File: src/rtl/nds_pkg.sv
package nds_pkg;
  typedef enum logic [2:0] {
    RA_CFG  = 3'd0,
    RA_CTRL = 3'd1,
    RA_IEN  = 3'd2,
    RA_STAT = 3'd3,
    RA_ICLR = 3'd4,
    RA_TCNT = 3'd5,
    RA_ECC  = 3'd6
  } reg_addr_e;

  localparam int CFG_W     = 6;
  localparam int CB_WIDE   = 0;
  localparam int CB_RD     = 1;
  localparam int CB_BURST  = 2;
  localparam int CB_ECC    = 3;
  localparam int CB_FORCE  = 5;
endpackage

File: src/rtl/nds_regs.sv
module nds_regs
  import nds_pkg::*;
(
  input  logic             clk,
  input  logic             rst_n,
  input  logic             wr,
  input  logic [2:0]       addr,
  input  logic [CFG_W-1:0] wdata,
  input  logic             fl_ready,
  input  logic             tc_hit,
  output logic [CFG_W-1:0] cfg,
  output logic [1:0]       ien,
  output logic [1:0]       stat,
  output logic             irq,
  output logic             start,
  output logic             ecc_clr,
  output logic             cnt_we
);
  logic             cfg_en, ien_en, iclr;
  logic             rdy_prev;
  logic [1:0]       stat_n;

  always_comb begin
    cfg_en  = wr && (addr == RA_CFG);
    ien_en  = wr && (addr == RA_IEN);
    iclr    = wr && (addr == RA_ICLR);
    cnt_we  = wr && (addr == RA_TCNT);
    start   = wr && (addr == RA_CTRL) && wdata[0];
    ecc_clr = wr && (addr == RA_CTRL) && wdata[1];
    stat_n[0] = (stat[0] && !(iclr && wdata[0])) || (fl_ready && !rdy_prev);
    stat_n[1] = (stat[1] && !(iclr && wdata[1])) || tc_hit;
    irq = |(stat & ien);
  end

  always_ff @(posedge clk or negedge rst_n) begin
    if (!rst_n) begin
      cfg      <= '0;
      ien      <= '0;
      stat     <= '0;
      rdy_prev <= 1'b0;
    end else begin
      if (cfg_en) cfg <= wdata;
      if (ien_en) ien <= wdata[1:0];
      stat     <= stat_n;
      rdy_prev <= fl_ready;
    end
  end
endmodule

File: src/rtl/nds_xfer.sv
module nds_xfer #(
  parameter int CNT_W     = 12,
  parameter int DATA_W    = 32,
  parameter int BURST_LEN = 4
) (
  input  logic             clk,
  input  logic             rst_n,
  input  logic             cnt_we,
  input  logic [CNT_W-1:0] cnt_wdata,
  input  logic             start,
  input  logic             burst_en,
  input  logic             fl_ready,
  input  logic             dma_ack,
  output logic [CNT_W-1:0] rem,
  output logic             active,
  output logic             dma_req,
  output logic             dma_burst,
  output logic             take,
  output logic             tc_hit
);
  localparam int BYTES = DATA_W / 8;
  localparam int BW    = $clog2(BURST_LEN);
  localparam logic [CNT_W-1:0] STEP        = CNT_W'(BYTES);
  localparam logic [CNT_W-1:0] BURST_BYTES = CNT_W'(BURST_LEN * BYTES);

  logic [BW-1:0]    beat, beat_n;
  logic [CNT_W-1:0] rem_n;
  logic             active_n;

  always_comb begin
    dma_req   = active && ((beat != '0) || fl_ready);
    dma_burst = active && ((beat != '0) || (burst_en && (rem >= BURST_BYTES)));
    take      = dma_req && dma_ack;
    tc_hit    = take && (rem <= STEP);
    rem_n     = rem;
    active_n  = active;
    beat_n    = beat;
    if (!active) begin
      if (cnt_we) rem_n = cnt_wdata;
      if (start && (rem != '0)) begin
        active_n = 1'b1;
        beat_n   = '0;
      end
    end else if (take) begin
      rem_n = tc_hit ? '0 : (rem - STEP);
      if (tc_hit) active_n = 1'b0;
      if (beat != '0)     beat_n = beat + BW'(1);
      else if (dma_burst) beat_n = BW'(1);
    end
  end

  always_ff @(posedge clk or negedge rst_n) begin
    if (!rst_n) begin
      rem    <= '0;
      active <= 1'b0;
      beat   <= '0;
    end else begin
      rem    <= rem_n;
      active <= active_n;
      beat   <= beat_n;
    end
  end
endmodule

File: src/rtl/nds_ecc.sv
module nds_ecc #(
  parameter int DATA_W = 32
) (
  input  logic              clk,
  input  logic              rst_n,
  input  logic              clr,
  input  logic              en,
  input  logic              take,
  input  logic [DATA_W-1:0] word,
  output logic [DATA_W-1:0] acc
);
  logic [DATA_W-1:0] acc_n;
  logic              acc_en;

  always_comb begin
    acc_en = clr || (en && take);
    acc_n  = (clr ? '0 : acc) ^ ((en && take) ? word : '0);
  end

  always_ff @(posedge clk or negedge rst_n) begin
    if (!rst_n)      acc <= '0;
    else if (acc_en) acc <= acc_n;
  end
endmodule

File: src/rtl/nand_dma_seq.sv
module nand_dma_seq
  import nds_pkg::*;
#(
  parameter int CNT_W     = 12,
  parameter int DATA_W    = 32,
  parameter int BURST_LEN = 4
) (
  input  logic              clk,
  input  logic              rst_n,
  input  logic              reg_wr,
  input  logic [2:0]        reg_addr,
  input  logic [DATA_W-1:0] reg_wdata,
  output logic [DATA_W-1:0] reg_rdata,
  output logic              irq,
  output logic              dma_req,
  output logic              dma_burst,
  input  logic              dma_ack,
  input  logic [DATA_W-1:0] dma_wdata,
  output logic [DATA_W-1:0] dma_rdata,
  input  logic              fl_ready,
  output logic              fl_ce_n,
  output logic              fl_wide,
  output logic              fl_dir_rd,
  output logic [DATA_W-1:0] fl_wdata,
  output logic              fl_wstb,
  input  logic [DATA_W-1:0] fl_rdata,
  output logic              fl_rstb
);
  logic [1:0]        rst_sync;
  logic              rst_sn;
  logic [CFG_W-1:0]  cfg;
  logic [1:0]        ien, stat;
  logic              start, ecc_clr, cnt_we, take, tc_hit, active;
  logic [CNT_W-1:0]  rem;
  logic [DATA_W-1:0] ecc_word, ecc_acc;

  always_ff @(posedge clk or negedge rst_n) begin
    if (!rst_n) rst_sync <= 2'b00;
    else        rst_sync <= {rst_sync[0], 1'b1};
  end
  assign rst_sn = rst_sync[1];

  nds_regs u_regs (
    .clk(clk), .rst_n(rst_sn), .wr(reg_wr), .addr(reg_addr),
    .wdata(reg_wdata[CFG_W-1:0]), .fl_ready(fl_ready), .tc_hit(tc_hit),
    .cfg(cfg), .ien(ien), .stat(stat), .irq(irq),
    .start(start), .ecc_clr(ecc_clr), .cnt_we(cnt_we)
  );

  nds_xfer #(.CNT_W(CNT_W), .DATA_W(DATA_W), .BURST_LEN(BURST_LEN)) u_xfer (
    .clk(clk), .rst_n(rst_sn), .cnt_we(cnt_we), .cnt_wdata(reg_wdata[CNT_W-1:0]),
    .start(start), .burst_en(cfg[CB_BURST]), .fl_ready(fl_ready), .dma_ack(dma_ack),
    .rem(rem), .active(active), .dma_req(dma_req), .dma_burst(dma_burst),
    .take(take), .tc_hit(tc_hit)
  );

  assign ecc_word = cfg[CB_RD] ? fl_rdata : dma_wdata;

  nds_ecc #(.DATA_W(DATA_W)) u_ecc (
    .clk(clk), .rst_n(rst_sn), .clr(ecc_clr), .en(cfg[CB_ECC]),
    .take(take), .word(ecc_word), .acc(ecc_acc)
  );

  always_comb begin
    fl_ce_n   = !(cfg[CB_FORCE] || active);
    fl_wide   = cfg[CB_WIDE];
    fl_dir_rd = cfg[CB_RD];
    fl_wdata  = dma_wdata;
    dma_rdata = fl_rdata;
    fl_wstb   = take && !cfg[CB_RD];
    fl_rstb   = take && cfg[CB_RD];
    case (reg_addr)
      RA_CFG:  reg_rdata = DATA_W'(cfg);
      RA_IEN:  reg_rdata = DATA_W'(ien);
      RA_STAT: reg_rdata = DATA_W'(stat);
      RA_TCNT: reg_rdata = DATA_W'(rem);
      RA_ECC:  reg_rdata = ecc_acc;
      default: reg_rdata = '0;
    endcase
  end
endmodule

File: config.mk
export PLATFORM = sky130hd
export DESIGN_NAME = nand_dma_seq
export DESIGN_NICKNAME = d
export VERILOG_FILES = /design/src/rtl/nds_pkg.sv /design/src/rtl/nds_regs.sv /design/src/rtl/nds_xfer.sv /design/src/rtl/nds_ecc.sv /design/src/rtl/nand_dma_seq.sv
export SDC_FILE = /design/constraint.sdc
export NUM_CORES = 1
export LEC_CHECK = 0
export CAP_MARGIN = 15
export CORE_UTILIZATION = 35
export DETAILED_ROUTE_END_ITERATION = 12
export PLACE_DENSITY = 0.79
export SLEW_MARGIN = 15
export SYNTH_ARGS = -nofsm -noshare
export SYNTH_HDL_FRONTEND = slang
export SYNTH_SLANG_ARGS = --single-unit
export TNS_END_PERCENT = 1
File: constraint.sdc
create_clock -name clk -period 5.8 [get_ports clk]
set_clock_uncertainty 0.15 [all_clocks]
set_input_delay 0.58 -clock clk [delete_from_list [all_inputs] [get_ports clk]]
set_output_delay 0.58 -clock clk [all_outputs]
set_load 0.1 [all_outputs]
# After elaboration in Yosys (flattened, before gate mapping)
# Cells that the tools add are included.
# totals
romBits,0
mem_count,0
ramBits,0
elab_cells,80
out_inout_bits,104
reg_bits,60
latchBits,0
input_bits,104
# op_classes
n_shift,0
eq_ne,8
magnitude_cmp,2
n_reduce_logical,40
n_addsub,2
div_mod_pow,0
n_mux,17
n_bitwise,2
n_mul,0
# op_table
cell,n
$pmux W32 S5,1
$mux W32,3
$mux W12,4
$xor A32 B32 Y32,1
$logic_and A1 B1 Y1,21
$ge A12 B5 Y1 const B,1
$le A12 B3 Y1 const B,1
$reduce_bool A12 Y1,1
$sub A12 B3 Y12 const B,1
$mux W2,5
$eq A3 B3 Y1 const B,3
$eq A3 B2 Y1 const B,2
$logic_or A1 B1 Y1,6
$reduce_bool A2 Y1,3
$logic_not A1 Y1,5
$mux W1,4
$eq A3 B1 Y1 const B,1
$logic_not A3 Y1,1
$ne A3 B3 Y1 const B,1
$reduce_and A3 Y1,1
$add A2 B1 Y2 const B,1
$and A2 B2 Y2,1
$ne A2 B2 Y1 const B,1
$reduce_and A2 Y1,1
$reduce_or A2 Y1,1

# Depth between registers and ports, before layout
# Gate-level depths: netlist of the first run.
# logic_depth
word_depth,8
depth_mapped,8
mapped_depth_nobuf,7

# Hierarchy
# A second synthesis of the first run with hierarchy kept.
# unflattened
hier_cells,446
area_unflattened_um2,4550.6
# by_module_without_submodules
module,area_each_um2,cells_per_inst,n_inst,seq_area_each_um2
nds_ecc,1674.1,137,1,800.8
nand_dma_seq,1391.3,171,1,50.0
nds_xfer,993.5,104,1,375.4
nds_regs,491.7,34,1,275.3

# Worst setup path after synthesis of the first run
# No wires, ideal clock.
# synth_path
path_kind,register -> output
startpoint,register u_regs.cfg[1]
endpoint,output port reg_rdata[1]
path_buffers,2
t_arrival_ns,3.378
stages_incl_launch_ff,5
path_slack_ns,1.692
t_required_ns,5.070
cell_sequence,dfrtp_1 > clkbuf_1 > buf_1 > a221oi_1 > a21oi_1
# synth_between
elab_chain_cells,1
# synth_lines
element,line_no,text
"start, declared",nds_regs.sv:11,"output logic [CFG_W-1:0] cfg,"
"start signal, assigned",nds_regs.sv:42,if (cfg_en) cfg <= wdata;
$pmux W32 S5,nand_dma_seq.sv:72,case (reg_addr)
"end, declared",nand_dma_seq.sv:13,"output logic [DATA_W-1:0] reg_rdata,"
# No other way between the ends.

# Worst setup path in the final report of the first run
# layout_path
startpoint,input port reg_addr[0]
endpoint,output port reg_rdata[5]
# layout_between
elab_chain_cells,2
elab_cells_between_ends,6
classes_between,4 x eq/ne; 1 x mux; 1 x reduce/logical
# layout_lines
element,line_no,text
"start, declared",nand_dma_seq.sv:11,"input logic [2:0] reg_addr,"
"$eq A3 B3 Y1, or another cell as far along",nand_dma_seq.sv:72,
$pmux W32 S5 *,nand_dma_seq.sv:72,
# Mark *: on every way between the ends. The rest lies on a longest branch, timed or not.

==> summary.txt, run 1 <==
Worst hold path
  • Worst hold path class: flip-flop to flip-flop
  • Hold Crit Start: rst_sync[0]
  • Worst hold path depth: 0

Global route
  • Global-route wire length before repair: 18,700 um
  • Initial antenna violation count: 0
  • Largest net degree at the start of global routing: 59
  • GRT overflow: 0
  • Vias in the first global route: ~3,700
  • Total GRT Usage: 0.190

Synth
  • Post-synthesis sequential area ratio: 0.364
  • Mux cell area share after synthesis: 0.110
  • Syn nets: 559
  • Post-Synthesis Cells: between 400 and 500
  • Synth Cell Area: ~4100 sq um
  • Post-synthesis adder-cell area fraction: 0.0121
  • Post-synth cell types: 45
  • Post-Synth XOR/XNOR Area: 0.0679
  • Largest family of logic cells by synthesized area: simple AND/OR/NAND/NOR gates
  • Mapped Avg Cell Area: roughly 9 sq um
  • Yosys reg bits: 60
  • Synth Area in Compound Gates: 0.106
  • Simple-gate share of the synthesized area: 0.182
  • YS warnings: 0

Clock tree
  • CTS resizes: 0
  • Worst-case clock buffer depth: 2
  • Sinks on Clock Net: 60
  • Reg clk slew, reported paths: approximately 0.06 ns
  • CTS buffer count: 9
  • H-tree levels: 3
  • Root Buffer: clkbuf_16
  • Hold_buf cts: 0
  • CTS tree: built
  • Post-CTS Setup Repair Bufs: 0
  • Later-pin clock latency in the skew report: between 0.3 and 0.4 ns

Floorplan
  • I/O pin total: around 210
  • Die area: between 10,000 and 15,000 sq um
  • Initial Util: 0.360
  • Core footprint: ~11,000 sq um
  • Chip Width: between 100 and 150 um
  • Site Rows: 39
  • Die height: between 100 and 150 um

Critical path
  • Worst R2R End: u_xfer.rem[7]
  • Origin of the worst setup path: reg_addr[0]
  • CP Capture Point: reg_rdata[5]
  • R2R Path Start: u_xfer.rem[6]
  • CP Launch Type: primary input
  • CP Class: primary input to primary output
  • CP Capture Type: primary output
  • Max Fanout on Critical Path: 12
  • Data arrival, critical path: between 3 and 4 ns
  • Crit path required time: between 5 and 6 ns
  • Worst R2R Setup Slack: around 2.8 ns
  • Reg2Reg Depth: 5

Timing
  • Final Hold Fails: 0
  • Fin crit period: between 4 and 5 ns
  • Unrepaired setup endpoints after global routing: false
  • Max Slew Vio Count: 0
  • Least-Margin Pin Slew: a little over 1 ns
  • Slew HR: 0.327
  • Final setup viols: 0
  • Setup TNS: 0 ns
  • Tcrit/Tclk final: 0.749
  • FMAX: 230 MHz

Finish
  • Share of layout cells above drive strength 1: 0.0808
  • Multi-input gate area: 1980 sq um
  • N_diodes: 0
  • Layout fillers: 1,096
  • Post-Route Utilization: 0.517
  • Area delta synth->final: 43.6%
  • Final net count: between 600 and 700
  • Register area: 1500 sq um

Detailed routing
  • WL met3: a little over 800 um
  • Top routing layer in use: met4
  • Iteration-0 DRC Markers: between 200 and 250
  • DRT met1 WL: between 4000 and 5000 um
  • Wire per inst: about 16 um
  • Met2 wire length: roughly 5500 um
  • Total Wirelength: 11,300 um
  • Vias/cell: 5.07
  • Initial DRT Pass Iterations: 4
  • DR vias: approximately 3,600
  • Drt drc: 0
  • Final ANT Viol Nets: 0

Power and ir drop
  • Total power: approximately 2.5 mW
  • Psw: approximately 1.1 mW
  • Pwr dens: approximately 420 nW/um^2
  • Leakage power: around 2.5 nW
  • Sw frac: 0.445
  • Worst IR Drop VDD: 0.327 mV
  • Comb power frac: 0.478
  • Seq pwr share: 0.290
  • P_int: ~1.4 mW
  • Clock share of power: 0.232

Flow run
  • Max_cap viols: 0

Outcome
  • Status: completed

Placed design
  • HPWL after DPL: 8170 um
  • Final GP Congestion: slightly above 0.8
  • # port buffers: ~190
[cells in the mapped netlist, drive strengths merged]
cell / n / share of area
nand2: 46 / 0.042
o211ai: 2 / 0.0036
nand4: 1 / 0.0015
inv: 12 / 0.011
or4: 2 / 0.0049
o21ai: 9 / 0.013
and3: 21 / 0.032
or4b: 3 / 0.0082
nor2b: 9 / 0.014
and2: 4 / 0.0061
dfrtp: 60 / 0.36
o2bb2ai: 2 / 0.0042
nand2b: 4 / 0.0061
or2b: 1 / 0.0021
o32ai: 3 / 0.0064
nand3: 6 / 0.0073
o31ai: 1 / 0.0052
a221oi: 2 / 0.0042
a21boi: 2 / 0.0036
nor3: 7 / 0.0085
a22oi: 8 / 0.015
a32oi: 1 / 0.0021
ha: 4 / 0.012
clkbuf: 14 / 0.015
a22o: 14 / 0.030
o41ai: 1 / 0.0021
xnor2: 32 / 0.068
o311ai: 1 / 0.0021
a21oi: 6 / 0.0073
nor2: 43 / 0.039
a31oi: 1 / 0.0015
conb: 1 / 0.00091
nor3b: 1 / 0.0018
nor4: 1 / 0.0015
buf: 75 / 0.13
a2bb2oi: 3 / 0.0064
mux2: 11 / 0.030
mux2i: 33 / 0.080
or3: 4 / 0.0073
[power groups by stage]
stage	clock, mW	combinational, mW	sequential [mW]
2_1_floorplan	0	0.952	0.704
3_3_place_gp	0	1.17	0.715
3_5_place_dp	0	1.19	0.727
4_1_cts	0.588	1.19	0.721
5_1_grt	0.611	1.27	0.745
6_report	0.578	1.19	0.722
[per-stage QoR]
stage	hold slack [ns]	cells	cell area [sq um]	setup slack, ns
2_1_floorplan	0.134	451	4130	1.69
3_3_place_gp	0.188	696	5610	1.51
3_5_place_dp	0.191	696	5610	1.52
4_1_cts	0.207	712	5930	1.50
5_1_grt	0.234	712	5930	1.35
6_report	0.202	712	5930	1.45
[cell usage in the layout, fill, tap and decap left out, drive strengths merged, types with 2 or more instances in the layout]
cell type | Yosys | final
a221oi | 2 | 2
or3 | 4 | 4
a21oi | 6 | 6
a2bb2oi | 3 | 3
clkinv | 0 | 2
a21boi | 2 | 2
buf | 75 | 4
clkdlybuf4s50 | 0 | 187
or4 | 2 | 2
a22o | 14 | 14
and3 | 21 | 21
nand2b | 4 | 4
o2bb2ai | 2 | 2
or4b | 3 | 3
nor2b | 9 | 9
clkbuf | 14 | 12
dfrtp | 60 | 60
bufinv | 0 | 2
nor3 | 7 | 7
and2 | 4 | 4
o21ai | 9 | 9
o211ai | 2 | 2
nand3 | 6 | 6
inv | 12 | 12
ha | 4 | 4
o32ai | 3 | 3
a22oi | 8 | 8
mux2 | 11 | 11
nor2 | 43 | 43
mux2i | 33 | 33
xnor2 | 32 | 32
nand2 | 46 | 46
[layer usage]
layer	track usage	vias up
met1	0.244	1725
li1	-	1701
met4	0.0524	0
met5	0	-
met3	0.0483	15
met2	0.315	171
[worst max-delay path: stages]
cell,delay (ns)
clkdlybuf4s50_1,0.65
nor2b_1,0.80
a22o_1,0.23
a22o_1,0.18
clkdlybuf4s50_1,1.16
[state kept, by name, summed over array words and instances, names as in the netlist]
name,flops
rst_sync,2
u_ecc.acc,32
u_regs.cfg,6
u_regs.ien,2
u_regs.rdy_prev,1
u_regs.stat,2
u_xfer.active,1
u_xfer.beat,2
u_xfer.rem,12
[worst min-delay path by stage]
stage / to / slack, ns
after global placement: rst_sync[1] / 0.19
after floorplan: rst_sync[0] / 0.13
after detailed placement: rst_sync[1] / 0.19
after global routing: rst_sync[1] / 0.23
after CTS: rst_sync[1] / 0.21
final: rst_sync[1] / 0.20
[layout make-up]
cell class / count / area share
clock inverter: 4 / 0.0124
timing repair buffer: 191 / 0.321
multi-input combinational: 290 / 0.334
inverter: 12 / 0.00760
clock buffer: 12 / 0.0416
tap: 143 / 0.0302
sequential: 60 / 0.254
[cell families after synthesis]
kind of cell / Yosys count
simple gates: 153
other cells: 1
buf+inv: 101
xor+xnor: 32
flops: 60
compound gates: 56
fa+ha+maj: 4
mux: 44
No activity file was read; power rests on OpenSTA's default activity.
==> run 2: changes to the inputs <==
==> constraint.sdc (replaced) <==
create_clock -name clk -period 4.25 [get_ports clk]
set_clock_uncertainty 0.15 [all_clocks]
set_input_delay 0.425 -clock clk [delete_from_list [all_inputs] [get_ports clk]]
set_output_delay 0.425 -clock clk [all_outputs]
set_load 0.1 [all_outputs]
==> run 2 against run 1 <==
Effect of this change:
- combinational power grew 34%
- non-clock buffer count grew 1
- clock-buffer cell count shrank 3
- setup slack lost 0.38 ns
- worst hold slack lost 0.084 ns
- sequential share of layout area grew 0.27 points
- clock power grew 43%
==> summary.txt, run 2 (synthesized netlist as in run 1, its figures left out) <==
Critical path
  • Most common cell on crit path: buf_4
  • Worst path bufs/invs: 3 (+1)
  • CP Class: primary input to primary output
  • Crit path required time: 3.67 ns (-1.40 ns)
  • CP Capture Type: primary output
  • Origin of the worst setup path: reg_addr[1]
  • CP Launch Type: primary input
  • CP cell instances: clkdlybuf4s50_1 > nor2b_2 > buf_4 > a22oi_1 > a21oi_1 > buf_4
  • Data arrival, critical path: 2.60 ns (-1.02 ns)
  • Max Fanout on Critical Path: 22 (+10)
  • R2R Path Start: u_xfer.rem[6]
  • Crit path largest cell delay: 0.68 ns (-0.48 ns)
  • Crit-path slowest cell: clkdlybuf4s50_1
  • CP top delay family: buffers and inverters

Finish
  • Largest Register: u_ecc.acc
  • Layout fillers: 1,066 (-2.7%)
  • Commonest non-fill, non-tap cell in the layout: clkdlybuf4s50_1
  • N_diodes: 0 (unchanged)
  • Area delta synth->final: 42.1%
  • Largest regs: u_ecc.acc (32), u_xfer.rem (12), u_regs.cfg (6)
  • Commonest cells after routing, fill and taps aside: clkdlybuf4s50_1, dfrtp_1, nand2_1
  • Max reg flops: 32 (unchanged)
  • Share of layout cells above drive strength 1: 0.146 (+0.0648)
  • Final net count: 673 (+0.15%)

Global route
  • Vias in the first global route: 3,730 (+0.87%)
  • Global-route wire length before repair: 18,200 um (-2.2%)
  • Largest net degree at the start of global routing: 59 (unchanged)
  • Total GRT Usage: 0.185 (-0.00487)
  • Initial antenna violation count: 0 (unchanged)
  • GRT overflow: 0 (unchanged)

Clock tree
  • Later-pin clock latency in the skew report: 0.32 ns (about the same)
  • Hold_buf cts: 0 (unchanged)
  • Post-CTS Setup Repair Bufs: 0 (unchanged)
  • Root Buffer: clkbuf_16
  • Sinks on Clock Net: 60 (unchanged)
  • H-tree levels: 3 (unchanged)
  • CTS tree: built
  • Reg clk slew, reported paths: 0.05 ns (about the same)
  • CTS resizes: 0 (unchanged)
  • CTS buffer count: 9 (unchanged)
  • Worst-case clock buffer depth: 2 (unchanged)

Timing
  • Least-Margin Pin Slew: 0.984 ns (-0.0221 ns)
  • Slew HR: 0.342 (+0.0148)
  • Final Hold Fails: 0 (unchanged)
  • FMAX: ~310 MHz
  • Setup TNS: 0 ns (unchanged)
  • Max Slew Vio Count: 0 (unchanged)
  • Unrepaired setup endpoints after global routing: false
  • Tcrit/Tclk final: 0.747
  • Setup ws final: 1.07 ns (-0.379 ns)
  • Final setup viols: 0 (unchanged)
  • Fin crit period: ~3.2 ns

Floorplan
  • Die area: 12,200 sq um (unchanged)
  • I/O pin total: 208 (unchanged)
  • Die height: 111 um (unchanged)
  • Initial Util: 0.360 (unchanged)
  • Chip Width: 111 um (unchanged)
  • Site Rows: 39 (unchanged)
  • Core footprint: 11,500 sq um (unchanged)

Placed design
  • HPWL after DPL: 8300 um (+1.6%)
  • Dpl ws: 1.11 ns (-0.412 ns)
  • # port buffers: 187 (unchanged)
  • Final GP Congestion: 0.798 (-1.1%)

Detailed routing
  • DR vias: 3,614 (+0.055%)
  • Drt drc: 0 (unchanged)
  • Initial DRT Pass Iterations: 5 (+1)
  • Final ANT Viol Nets: 0 (unchanged)
  • Wire per inst: 15.6 um (-1.9%)
  • Vias/cell: 5.07 (about the same)
  • Iteration-0 DRC Markers: 171 (-19%)
  • Total Wirelength: 11,100 um (-1.8%)

Power and ir drop
  • Leakage power: 2.57 nW (+2.9%)
  • Pwr dens: 583 nW/um^2 (+39%)
  • Worst IR Drop VDD: 0.448 mV (+37%)

Worst hold path
  • Worst hold path class: primary input to async pin

Flow run
  • Max_cap viols: 0 (unchanged)

Outcome
  • Status: completed
-- run 2: changes by cell type in the layout (fill, tap and decap cells not counted), moves of 2 or more --
cell and change:
buf_4 +36, clkdlybuf4s50_1 -35, clkbuf_1 -2, clkinvlp_4 +2
-- run 2: layout make-up --
type / instances / area (sq um) / area share
multi-input cells: 290 / 1980 / 0.337
repair buffers: 192 / 1820 / 0.311
flip-flops and latches: 60 / 1500 / 0.256
clock buffers: 9 / 225 / 0.0384
well taps: 143 / 179 / 0.0305
clock inverters: 7 / 115 / 0.0196
inverters: 12 / 45.0 / 0.00768
-- run 2: worst paths after layout --
path / to / slack [ns] / depth (start not counted)
setup reg to reg: u_xfer.rem[7] / 1.26 / 5
min in group clk: rst_sync[1] / 0.21 / 0
hold reg to reg: rst_sync[1] / 0.21 / 0
setup / recovery: reg_rdata[0] / 1.07 / 6
max in group asynchronous: u_regs.cfg[1] / 3.14 / 1
hold / removal: rst_sync[0] / 0.12 / 1
-- run 2: routing by layer --
metal	GRT usage	routed length [um]
met5	0	0
met4	0.0711	129
met3	0.0456	733
met2	0.308	5510
met1	0.229	4740
-- run 2: stage by stage --
step | utilization | cells | instance area (sq um) | hold slack [ns] | total power, mW
after floorplan | - | 451 | 4130 | -0.0206 | 2.26
after global placement | 0.482 | 697 | 5530 | 0.188 | 2.56
after detailed placement | 0.482 | 697 | 5530 | 0.196 | 2.60
after CTS | 0.512 | 713 | 5870 | 0.111 | 3.45
after global routing | 0.512 | 713 | 5870 | 0.115 | 3.60
final | 0.512 | 713 | 5870 | 0.118 | 3.42
-- run 2: where the power goes --
part	internal (mW)	total, mW	switching [mW]
registers	0.804	0.986	0.182
logic	0.538	1.60	1.07
clock network	0.570	0.828	0.258
-- run 2: worst register-to-register path, delay by kind of cell (launching register included) --
| family | cells | cell delay (ns) |
|---|---|---|
| flops | 1 | 0.47 |
| simple gates | 2 | 1.11 |
| compound gates | 3 | 1.16 |
==> run 3: changes to the inputs <==
==> constraint.sdc (replaced) <==
create_clock -name clk -period 3 [get_ports clk]
set_clock_uncertainty 0.15 [all_clocks]
set_input_delay 0.3 -clock clk [delete_from_list [all_inputs] [get_ports clk]]
set_output_delay 0.3 -clock clk [all_outputs]
set_load 0.1 [all_outputs]
==> run 3 against run 2 <==
Effect of this change:
- setup slack worse by 0.87 ns
- combinational power grew 51%
- sequential cell count unchanged
- critical endpoint is now dma_burst
==> summary.txt, run 3 (synthesized netlist as in run 1, its figures left out) <==
Floorplan
  • Initial Util: 0.360 (unchanged)
  • Chip Width: 111 um (unchanged)
  • Site Rows: 39 (unchanged)
  • Die area: 12,200 sq um (unchanged)
  • Core footprint: 11,500 sq um (unchanged)
  • I/O pin total: 208 (unchanged)
  • Die height: 111 um (unchanged)

Timing
  • Least-Margin Pin Slew: 0.760 ns (-0.224 ns)
  • Setup ws final: 0.204 ns (-0.871 ns)
  • FMAX: about 360 MHz
  • Unrepaired setup endpoints after global routing: false
  • Fin crit period: 2.80 ns
  • Setup TNS: 0 ns (unchanged)
  • Max Slew Vio Count: 0 (unchanged)
  • Slew HR: 0.493 (+0.152)
  • Final setup viols: 0 (unchanged)
  • Tcrit/Tclk final: 0.932
  • Final Hold Fails: 0 (unchanged)

Global route
  • Global-route wire length before repair: 18,500 um (+1.4%)
  • Largest net degree at the start of global routing: 59 (unchanged)
  • Total GRT Usage: 0.189 (+0.00451)
  • Vias in the first global route: 3,681 (-1.3%)
  • GRT overflow: 0 (unchanged)
  • Initial antenna violation count: 0 (unchanged)

Finish
  • Commonest cells after routing, fill and taps aside: clkdlybuf4s50_1, buf_4, dfrtp_1
  • Largest Register: u_ecc.acc
  • Commonest non-fill, non-tap cell in the layout: clkdlybuf4s50_1
  • Share of layout cells above drive strength 1: 0.276 (+0.130)
  • Area delta synth->final: 48.7%
  • Post-route cell area: 6140 sq um (+4.6%)
  • Final net count: 680 (+1.0%)
  • N_diodes: 0 (unchanged)
  • Max reg flops: 32 (unchanged)
  • Post-Route Utilization: 0.535 (+0.0237)
  • Largest regs: u_ecc.acc (32), u_xfer.rem (12), u_regs.cfg (6)
  • Register area: 1500 sq um (unchanged)
  • Layout fillers: 1,018 (-4.5%)
  • Multi-input gate area: 1990 sq um (+0.57%)

Placed design
  • HPWL after DPL: 8320 um (+0.23%)
  • Dpl ws: 0.257 ns (-0.851 ns)
  • DP Area: 5840 sq um (+5.6%)
  • Final GP Congestion: 0.811 (+1.6%)
  • # port buffers: 187 (unchanged)

Power and ir drop
  • Comb power frac: 0.499 (+0.030)
  • Pwr dens: 790 nW/um^2 (+36%)
  • Leakage power: 2.75 nW (+7.0%)
  • Worst IR Drop VDD: 0.461 mV (+2.8%)
  • Sw frac: 0.450 (+0.00932)
  • P_int: 2.67 mW (+39%)
  • Clock share of power: 0.207 (-0.035)
  • Seq pwr share: 0.293 (+0.005)
  • Psw: 2.18 mW (+45%)

Clock tree
  • Sinks on Clock Net: 60 (unchanged)
  • Reg clk slew, reported paths: 0.06 ns (about the same)
  • H-tree levels: 3 (unchanged)
  • CTS tree: built
  • Worst-case clock buffer depth: 2 (unchanged)
  • CTS buffer count: 9 (unchanged)
  • Hold_buf cts: 1 (+1)
  • Root Buffer: clkbuf_16
  • Later-pin clock latency in the skew report: 0.32 ns (about the same)
  • CTS resizes: 0 (unchanged)
  • Post-CTS Setup Repair Bufs: 0 (unchanged)

Detailed routing
  • Drt drc: 0 (unchanged)
  • Vias/cell: 4.99 (-1.6%)
  • Wire per inst: 15.6 um (+0.23%)
  • Iteration-0 DRC Markers: 182 (+6.4%)
  • Final ANT Viol Nets: 0 (unchanged)
  • Total Wirelength: 11,200 um (+1.2%)
  • DR vias: 3,592 (-0.61%)
  • Initial DRT Pass Iterations: 4 (-1)

Critical path
  • CP Class: flip-flop to primary output
  • Worst R2R End: u_xfer.rem[1]
  • Reg2Reg Depth: 5 (unchanged)
  • R2R Path Start: u_xfer.rem[6]
  • CP cell instances: or4_4 > or4b_4 > o2bb2ai_1 > buf_12
  • Crit-path slowest cell: or4_4
  • CP Launch Type: flip-flop
  • Max Fanout on Critical Path: 9 (-59%)
  • CP Capture Type: primary output
  • Data arrival, critical path: 2.35 ns (-0.25 ns)
  • Worst R2R Setup Slack: 0.23 ns (-1.03 ns)
  • Crit path required time: 2.55 ns (-1.12 ns)
  • Crit path largest cell delay: 0.55 ns (-0.13 ns)

Worst hold path
  • Worst hold path depth: 0
  • Worst hold path class: flip-flop to flip-flop
  • Hold EP: rst_sync[1]
  • Hold Crit Start: rst_sync[0]

Flow run
  • Max_cap viols: 0 (unchanged)

Outcome
  • Status: completed
[run 3: cell type report]
class	count	area share
clock inverters	7	0.0110
flip-flops and latches	60	0.245
clock buffers	9	0.0367
inverters	12	0.00734
multi-input cells	290	0.324
well taps	143	0.0291
repair buffers	199	0.347
[run 3: metrics by stage]
step	total power [mW]	hold slack, ns	instances
after detailed placement	3.85	0.196	703
after floorplan	3.21	-0.146	451
after global routing	5.11	0.226	720
after CTS	4.89	0.208	720
final	4.85	0.205	720
after global placement	3.79	0.188	703
[run 3: worst max-delay path by stage]
stage | start | to | cells past startpoint
final | u_xfer.rem[6] | dma_burst | 4
after detailed placement | u_xfer.rem[6] | u_xfer.rem[1] | 5
after global routing | u_xfer.rem[6] | dma_burst | 4
after CTS | u_xfer.rem[6] | dma_burst | 4
after floorplan | reg_addr[1] | reg_rdata[0] | 5
after global placement | u_xfer.rem[6] | u_xfer.rem[1] | 5
[run 3: worst max-delay path: cells and delay by family (launching register included)]
family                 cells  cell delay, ns
AOI/OAI and AO/OA          1            0.24
DFF                        1            0.47
and+or+nand+nor            2            1.09
buffers and inverters      1            0.22
[run 3: per-layer routing]
| metal | GRT usage | up-vias | share of wire |
|---|---|---|---|
| met5 | 0 | - | 0 |
| met4 | 0.0551 | 0 | 0.012 |
| met3 | 0.0527 | 11 | 0.067 |
| met2 | 0.329 | 151 | 0.51 |
| met1 | 0.227 | 1706 | 0.41 |
| li1 | - | 1724 | - |
[run 3: power groups by stage]
stage / sequential, mW / clock, mW / combinational [mW]
finish: 1.42 / 1.00 / 2.42
global route: 1.47 / 1.06 / 2.57
CTS: 1.42 / 1.03 / 2.44
detailed placement: 1.43 / 0 / 2.43
global placement: 1.40 / 0 / 2.39
floorplan: 1.36 / 0 / 1.84
